[src/rtl/pct_pkg.sv]
package pct_pkg;

  // Per-cycle commands from the sequencer to the counting datapath
  typedef struct packed {
    logic loadOne;    // restart the count at 1
    logic incr;       // advance the count by one (saturating)
    logic capWidth;   // copy count into the width register
    logic capPeriod;  // copy count into the period register
    logic overflow;   // count reached all-ones this cycle
  } strobe_t;

  typedef enum logic [1:0] {
    PH_IDLE,    // waiting for a start edge
    PH_FIRST,   // counting the first phase, waiting for the opposite edge
    PH_SECOND   // counting the rest of the cycle, waiting for the next start edge
  } phase_t;

endpackage

[src/rtl/pct_datapath.sv]
module pct_datapath
  import pct_pkg::*;
#(
  parameter int CNT_W       = 32,
  parameter int SYNC_STAGES = 2
) (
  input  logic             clk,
  input  logic             rstN,
  input  logic             pinIn,
  input  strobe_t          strb,
  output logic             riseEdge,
  output logic             fallEdge,
  output logic             atMax,
  output logic [CNT_W-1:0] count,
  output logic [CNT_W-1:0] width,
  output logic [CNT_W-1:0] period
);

  localparam logic [CNT_W-1:0] CNT_MAX = '1;
  localparam logic [CNT_W-1:0] CNT_ONE = CNT_W'(1);

  logic [SYNC_STAGES-1:0] syncQ;
  logic                   prevQ;
  logic                   sampled;

  // Metastability chain, then one extra flop for edge comparison
  always_ff @(posedge clk or negedge rstN) begin
    if (!rstN) begin
      syncQ <= '0;
      prevQ <= 1'b0;
    end else begin
      syncQ <= {syncQ[SYNC_STAGES-2:0], pinIn};
      prevQ <= syncQ[SYNC_STAGES-1];
    end
  end

  assign sampled  = syncQ[SYNC_STAGES-1];
  assign riseEdge = sampled & ~prevQ;
  assign fallEdge = ~sampled & prevQ;
  assign atMax    = (count == CNT_MAX);

  always_ff @(posedge clk or negedge rstN) begin
    if (!rstN) begin
      count <= '0;
    end else if (strb.loadOne) begin
      count <= CNT_ONE;
    end else if (strb.incr && !atMax) begin
      count <= count + CNT_ONE;
    end
  end

  always_ff @(posedge clk or negedge rstN) begin
    if (!rstN) begin
      width  <= '0;
      period <= '0;
    end else begin
      if (strb.capWidth)  width  <= count;
      if (strb.capPeriod) period <= count;
    end
  end

endmodule

[src/rtl/pct_control.sv]
module pct_control
  import pct_pkg::*;
#(
  parameter int ADDR_W = 3,
  parameter int DATA_W = 32
) (
  input  logic              clk,
  input  logic              rstN,
  input  logic              wrEn,
  input  logic [ADDR_W-1:0] regAddr,
  input  logic [DATA_W-1:0] wrData,
  input  logic              riseEdge,
  input  logic              fallEdge,
  input  logic              atMax,
  output strobe_t           strb,
  output logic              enable,
  output logic              startOnRise,
  output logic              irqOnPeriod,
  output logic              irqEn,
  output logic              irqFlag,
  output logic              ovfFlag
);

  localparam logic [ADDR_W-1:0] ADR_CTRL = ADDR_W'(0);
  localparam logic [ADDR_W-1:0] ADR_STAT = ADDR_W'(1);

  phase_t  phase, phaseNext;
  strobe_t strbNext;
  logic    startEdge, midEdge;
  logic    ctrlWr, statWr, clrIrq, clrOvf, setIrq;
  logic    unusedWrBits;

  assign unusedWrBits = ^wrData[DATA_W-1:4];

  assign startEdge = startOnRise ? riseEdge : fallEdge;
  assign midEdge   = startOnRise ? fallEdge : riseEdge;

  // Sequencer: decides each cycle what the datapath does
  always_comb begin
    strbNext  = '0;
    phaseNext = phase;
    if (!enable) begin
      phaseNext = PH_IDLE;
    end else begin
      unique case (phase)
        PH_IDLE: begin
          if (startEdge) begin
            strbNext.loadOne = 1'b1;
            phaseNext        = PH_FIRST;
          end
        end
        PH_FIRST: begin
          if (atMax) begin
            strbNext.overflow = 1'b1;
            phaseNext         = PH_IDLE;
          end else begin
            strbNext.incr = 1'b1;
            if (midEdge) begin
              strbNext.capWidth = 1'b1;
              phaseNext         = PH_SECOND;
            end
          end
        end
        PH_SECOND: begin
          if (atMax) begin
            strbNext.overflow = 1'b1;
            phaseNext         = PH_IDLE;
          end else if (startEdge) begin
            strbNext.capPeriod = 1'b1;
            strbNext.loadOne   = 1'b1;
            phaseNext          = PH_FIRST;
          end else begin
            strbNext.incr = 1'b1;
          end
        end
        default: phaseNext = PH_IDLE;
      endcase
    end
  end

  assign strb = strbNext;

  always_ff @(posedge clk or negedge rstN) begin
    if (!rstN) phase <= PH_IDLE;
    else       phase <= phaseNext;
  end

  // Control fields; a hardware stop on overflow beats a same-cycle write
  assign ctrlWr = wrEn && (regAddr == ADR_CTRL);

  always_ff @(posedge clk or negedge rstN) begin
    if (!rstN) begin
      enable      <= 1'b0;
      startOnRise <= 1'b0;
      irqOnPeriod <= 1'b0;
      irqEn       <= 1'b0;
    end else begin
      if (ctrlWr) begin
        enable      <= wrData[0];
        startOnRise <= wrData[1];
        irqOnPeriod <= wrData[2];
        irqEn       <= wrData[3];
      end
      if (strb.overflow) enable <= 1'b0;
    end
  end

  // Sticky flags, write-one-to-clear, set has priority
  assign statWr = wrEn && (regAddr == ADR_STAT);
  assign clrIrq = statWr && wrData[0];
  assign clrOvf = statWr && wrData[1];
  assign setIrq = (strb.capWidth && !irqOnPeriod) ||
                  (strb.capPeriod && irqOnPeriod) ||
                  (strb.overflow && irqEn);

  always_ff @(posedge clk or negedge rstN) begin
    if (!rstN) begin
      irqFlag <= 1'b0;
      ovfFlag <= 1'b0;
    end else begin
      irqFlag <= setIrq        | (irqFlag & ~clrIrq);
      ovfFlag <= strb.overflow | (ovfFlag & ~clrOvf);
    end
  end

endmodule

[src/rtl/pulse_capture_timer.sv]
module pulse_capture_timer
  import pct_pkg::*;
#(
  parameter int CNT_W       = 32,
  parameter int ADDR_W      = 3,
  parameter int SYNC_STAGES = 2
) (
  input  logic              clk,
  input  logic              rstN,
  input  logic              pinIn,
  input  logic              wrEn,
  input  logic [ADDR_W-1:0] regAddr,
  input  logic [CNT_W-1:0]  wrData,
  output logic [CNT_W-1:0]  rdData,
  output logic              irq
);

  localparam logic [ADDR_W-1:0] ADR_CTRL  = ADDR_W'(0);
  localparam logic [ADDR_W-1:0] ADR_STAT  = ADDR_W'(1);
  localparam logic [ADDR_W-1:0] ADR_WIDTH = ADDR_W'(2);
  localparam logic [ADDR_W-1:0] ADR_PRD   = ADDR_W'(3);
  localparam logic [ADDR_W-1:0] ADR_COUNT = ADDR_W'(4);

  strobe_t          strb;
  logic             riseEdge, fallEdge, atMax;
  logic             enable, startOnRise, irqOnPeriod, irqEn;
  logic             irqFlag, ovfFlag;
  logic [CNT_W-1:0] count, width, period;

  pct_control #(
    .ADDR_W (ADDR_W),
    .DATA_W (CNT_W)
  ) u_ctl (
    .clk         (clk),
    .rstN        (rstN),
    .wrEn        (wrEn),
    .regAddr     (regAddr),
    .wrData      (wrData),
    .riseEdge    (riseEdge),
    .fallEdge    (fallEdge),
    .atMax       (atMax),
    .strb        (strb),
    .enable      (enable),
    .startOnRise (startOnRise),
    .irqOnPeriod (irqOnPeriod),
    .irqEn       (irqEn),
    .irqFlag     (irqFlag),
    .ovfFlag     (ovfFlag)
  );

  pct_datapath #(
    .CNT_W       (CNT_W),
    .SYNC_STAGES (SYNC_STAGES)
  ) u_dp (
    .clk      (clk),
    .rstN     (rstN),
    .pinIn    (pinIn),
    .strb     (strb),
    .riseEdge (riseEdge),
    .fallEdge (fallEdge),
    .atMax    (atMax),
    .count    (count),
    .width    (width),
    .period   (period)
  );

  always_comb begin
    unique case (regAddr)
      ADR_CTRL:  rdData = CNT_W'({irqEn, irqOnPeriod, startOnRise, enable});
      ADR_STAT:  rdData = CNT_W'({ovfFlag, irqFlag});
      ADR_WIDTH: rdData = width;
      ADR_PRD:   rdData = period;
      ADR_COUNT: rdData = count;
      default:   rdData = '0;
    endcase
  end

  assign irq = irqFlag & irqEn;

endmodule

[config.mk]
export PLATFORM = sky130hd
export DESIGN_NAME = pulse_capture_timer
export DESIGN_NICKNAME = d
export VERILOG_FILES = /design/src/rtl/pct_pkg.sv /design/src/rtl/pct_datapath.sv /design/src/rtl/pct_control.sv /design/src/rtl/pulse_capture_timer.sv
export SDC_FILE = /design/constraint.sdc
export NUM_CORES = 1
export LEC_CHECK = 0
export BUFFER_PORTS_ARGS = -buffer_cell sky130_fd_sc_hd__buf_4
export CAP_MARGIN = 15
export CORE_MARGIN = 5
export CORE_UTILIZATION = 53
export CTS_CLUSTER_DIAMETER = 60
export DETAILED_ROUTE_END_ITERATION = 8
export GPL_TIMING_DRIVEN = 0
export PLACE_DENSITY_LB_ADDON = 0.05
export SYNTH_ARGS = -nofsm -noshare
export SYNTH_HDL_FRONTEND = slang
export SYNTH_HIERARCHICAL = 1
export SYNTH_SLANG_ARGS = --single-unit
[constraint.sdc]
create_clock -name clk -period 3.35 [get_ports clk]
set_clock_uncertainty 0.05 [all_clocks]
set_input_delay 0.8375 -clock clk [delete_from_list [all_inputs] [get_ports clk]]
set_output_delay 0.8375 -clock clk [all_outputs]
set_load 0.05 [all_outputs]
# [Word level (Yosys, flattened, before mapping)]
# Cells that the tools add are included.
[word_totals] regBits=107 input_bits=39 out_inout_bits=33 word_cells=75
[classes] n_addsub=1 eq_ne=8 mux=26 bitwise=11 n_reduce_logical=17
[ops] cell="32-bit case mux with 5 select lines" count=1
[ops] cell="32-bit 2-to-1 mux" count=2
[ops] cell="32-bit by 1-bit adder with 32-bit output (second input constant)" count=1
[ops] cell="32-bit equality test (second input constant)" count=1
[ops] cell="2-bit 2-to-1 mux" count=7
[ops] cell="1-bit 2-to-1 mux" count=12
[ops] cell="1-bit logical AND" count=8
[ops] cell="3-bit by 2-bit equality test with 1-bit output (second input constant)" count=2
[ops] cell="2-bit case mux with 3 select lines" count=1
[ops] cell="1-bit AND" count=5
[ops] cell="5-bit 2-to-1 mux" count=1
[ops] cell="4-bit by 3-bit != test with 1-bit output (second input constant)" count=1
[ops] cell="1-bit NOT" count=4
[ops] cell="1-bit case mux with 2 select lines" count=2
[ops] cell="2-bit nonzero test" count=2
[ops] cell="3-bit by 1-bit equality test with 1-bit output (second input constant)" count=1
[ops] cell="3-bit equality test (second input constant)" count=1
[ops] cell="3-bit logical NOT" count=1
[ops] cell="2-bit by 1-bit equality test with 1-bit output (second input constant)" count=1
[ops] cell="2-bit equality test (second input constant)" count=1
[ops] cell="1-bit logical NOT" count=2
[ops] cell="2-bit logical NOT" count=1
[ops] cell="1-bit logical OR" count=2
[ops] cell="1-bit OR" count=2
[ops] cell="2-bit OR reduction" count=1

# [Depth between registers and ports, before layout]
[logic_depth] word_depth=11 depth_mapped=14 mapped_depth_nobuf=12

# [Cells and area by module]
# The synthesis kept the hierarchy.
[by_module_without_submodules] mod="pct_datapath" instances=1 cells_per_inst=339 area_per_inst_um2=4275.4 seq_area_each_um2=2477.4
[by_module_without_submodules] mod="pulse_capture_timer" instances=1 cells_per_inst=120 area_per_inst_um2=898.4 seq_area_each_um2=0.0
[by_module_without_submodules] mod="pct_control" instances=1 cells_per_inst=52 area_per_inst_um2=545.5 seq_area_each_um2=200.2

# [Worst setup path after synthesis]
# No wires, ideal clock.
[synth_path] path_type="in2out" from="input regAddr[0]" to="output rdData[11]" t_arrival_ns=2.341 path_slack_ns=0.121 path_stages=4 path_cell_list="buf_4 > buf_6 > mux2i_1 > o21ai_0"
[synth_via] elab_chain_cells=2 elab_cells_between_ends=6 classes_between="eq/ne: 4; mux: 1; reduce/logical: 1"
[synth_lines] element="from (decl)" line="pulse_capture_timer.sv:12" text="input logic [ADDR_W-1:0] regAddr,"
[synth_lines] element="3-bit equality test (tied with other cells)" line="pulse_capture_timer.sv:68" text="unique case (regAddr)"
[synth_lines] element="32-bit case mux with 5 select lines *" line="pulse_capture_timer.sv:68"
[synth_lines] element="to (decl)" line="pulse_capture_timer.sv:14" text="output logic [CNT_W-1:0] rdData,"
# Mark *: on every way between the ends. The rest lies on a longest branch, timed or not.

# [Worst setup path in the final report]
[layout_path] from="input regAddr[1]" to="output rdData[30]"
# The elaborated chain is that of the path after synthesis.

==> flow_summary.toml <==
[power_and_ir_drop]
powerDensity_nw_per_um2 = 391
ir_worst_vdd_v = 0.000404
power_mw = 2.57
p_leak_nw = 2.99

[placed_design]
dp_hpwl_mm = 9.09
place.gp.congestion = 0.824
placedCellCount = 695
io_buffer_count = 43
dpl_worst_slack_ns = -0.558

[global_route]
grt-ovfl-total = 0
grt_pass1_wl_mm = 21.5
grt_max_degree = 55
antenna_found_initial = 0
grt_pass1_vias = 4096
grt.total_usage_pct = 21.3

[cts]
cts_tree = "yes"
htreeDepth = 3
clockBufferDepth = 2
root_buffer = "clkbuf_8"
insertion_delay_ns = 0.38
cts-hold-fix-buffers = 0
clk_pin_slew_worst_paths_ns = 0.09
cts_made_buffers = 9
cts.sinks = 107

[route]
dr.pass1.iters = 5
ant_nets = 0
drc = 0
wl_per_cell_um = 18.5
wirelength_mm = 13.3
drt_iter0_drc = 354
vias = 4204
avgViaCountPerCell = 5.86

[synthesis]
ys_async_sr_fraction_pct = 100
synth_ff_type = "dfrtp_1"
avgSynthCellArea_um2 = 11.2
syn_area_um2 = 5720
ys_seq_area_share_pct = 46.8
synth-edff-count = 0
ys_warn_count = 6
synth_seq_cells = 107
synth_cell_types = 58
synth.largest_area_cell = "dfrtp_1"
syn-num-nets = 555
syn_inst = 511
synth_top_area_share_pct = 46.8
synthTopCellsByArea = "dfrtp_1, mux2_2, mux2i_1"

[cells_and_area]
layout_common_cells = "dfrtp_1, mux2_2, buf_4"
area_growth_pct = 14.8
layout_commonest_cell = "dfrtp_1"
antenna_cells = 0
drive_gt1_share_pct = 36.0
regArea_um2 = 2690
finish.net_count = 618
stdcell_count = 718
multiInputGateArea_um2 = 2880
fillCellCount = 931

[status]
status = "finished clean"

[setup_path]
worst_setup_path_start_kind = "input pin"
crit_chain = "buf_4 -> buf_6 -> nor3b_4 -> buf_6 -> nand2_1 -> o21ai_2 -> buf_4"
crit_path_max_fanout = 10
ff2ff_setup_slack_ns = 0.16
cp_slowest_stage_delay_ns = 0.63
cp.arrival_ns = 2.40
slowest_stage = "nor3b_4"
endpoint_kind = "output port"
rr_worst_depth = 13
r2r_start = "u_dp/count[0]"
worstSetupPathType = "input pin to output port"
required_ns = 2.46
reg2reg_to = "u_dp/count[29]"

[die]
io_pins = 72
dieWidth_um = 114
rows = 38
start_util_pct = 53.5
core_um2 = 10700
dieArea_um2 = 13000
die_h_um = 114

[min_path]
hold_path_end = "u_dp/syncQ[1]"
min-delay-start = "u_dp/syncQ[0]"
min_path_cells = 0
hp-class = "flip-flop to flip-flop"

[job]
maxCapViolations = 0

[sta]
setup-violations-final = 0
fin_ws_ns = 0.0654
worst_pin_slew_ns = 0.820
clock.fmax_mhz = 304
relSlewSlack_pct = 44.6
slew_viol_final = 0
period_share_pct = 98.0
hold_viol_final = 0
period_minus_slack_ns = 3.28
[through the flow]
stage               instance area, µm²  util (%)  hold slack (ns)  TNS [ns]
detailed placement                6240      58.4            0.292    -13.43
CTS                               6480      60.6            0.314         0
finish                            6570      61.4            0.306         0
floorplan                         5720         -            0.281         0
global route                      6570      61.4            0.324  -0.00614
global placement                  6220      58.1            0.283    -10.90
[critical path: cells and delay by family]
kind,cells,cell delay [ns]
buffers and inverters,4,0.76
and+or+nand+nor,2,0.72
AOI/OAI and AO/OA,1,0.07
[registers in the layout (all words and copies together) (netlist names)]
signal,cells
u_dp/width,32
u_dp/prevQ,1
u_ctl/enable,1
u_ctl/irqFlag,1
u_dp/period,32
u_dp/count,32
u_ctl/phase,2
u_dp/syncQ,2
u_ctl/startOnRise,1
u_ctl/ovfFlag,1
u_ctl/irqOnPeriod,1
u_ctl/irqEn,1
[Yosys cell counts, drive strengths merged (7+ instances only)]
cell and count:
o21ai 46, buf 21, mux2 73, nor2b 12
nand2 45, nor4 7, nand3 13, clkbuf 8
or3 13, a21oi 17, mux2i 34, nor2 23
dfrtp 107
[worst max-delay path by stage]
stage,from,endpoint,slack (ns)
after floorplan,regAddr[0],rdData[11],0.12
after global placement,u_dp/count[15],u_dp/count[29],-0.53
after detailed placement,u_dp/count[15],u_dp/count[29],-0.56
after CTS,u_dp/count[24],u_dp/count[17],0.04
after global routing,u_dp/count[0],u_dp/count[29],-0.006
final,regAddr[1],rdData[30],0.07
[repair_timing]
| action | CTS | global route |
|---|---|---|
| gates cloned | 0 | 1 |
| setup buffers | 1 | 6 |
| endpoints found under the setup margin | 56 | 25 |
| endpoints found under the hold margin | 0 | 0 |
| gates resized for setup | 10 | 18 |
| pin swaps | 1 | 2 |
[metal layers]
metal / track usage (%) / routed length [µm] / vias up / share of wire (%)
met5: 0 / 0 / - / 0
met4: 5.94 / 271 / 0 / 2.0
met3: 4.99 / 570 / 21 / 4.3
met2: 32.9 / 6230 / 94 / 47
met1: 30.2 / 6190 / 2105 / 47
li1: - / - / 1984 / -
[power by group]
group	switching, mW	total [mW]	internal [mW]
combinational	0.233	0.384	0.151
clock	0.414	0.796	0.382
sequential	0.0499	1.38	1.33
total	0.696	2.57	1.87
[kinds of logic (layout without fill, tap and decap cells)]
logic type / Yosys count / after routing / share of synthesized area (%)
AOI/OAI and AO/OA: 89 / 89 / 10.9
xor gates and xnor gates: 10 / 10 / 1.53
adders and majority gates: 5 / 5 / 1.09
buffers and inverters: 34 / 101 / 3.63
DFF: 107 / 107 / 46.8
muxes: 107 / 107 / 20.3
and+or+nand+nor: 159 / 159 / 15.7
[area by class of cell]
class                           count  area share, %
Sequential cell                   107           41.0
Clock inverter                      2          0.533
Inverter                            5          0.286
Buffer                             29           3.03
Clock buffer                       13           2.42
Timing Repair Buffer               52           6.31
Tap cell                          140           2.67
Multi-Input combinational cell    370           43.8
(Power assumes the default switching activity.)
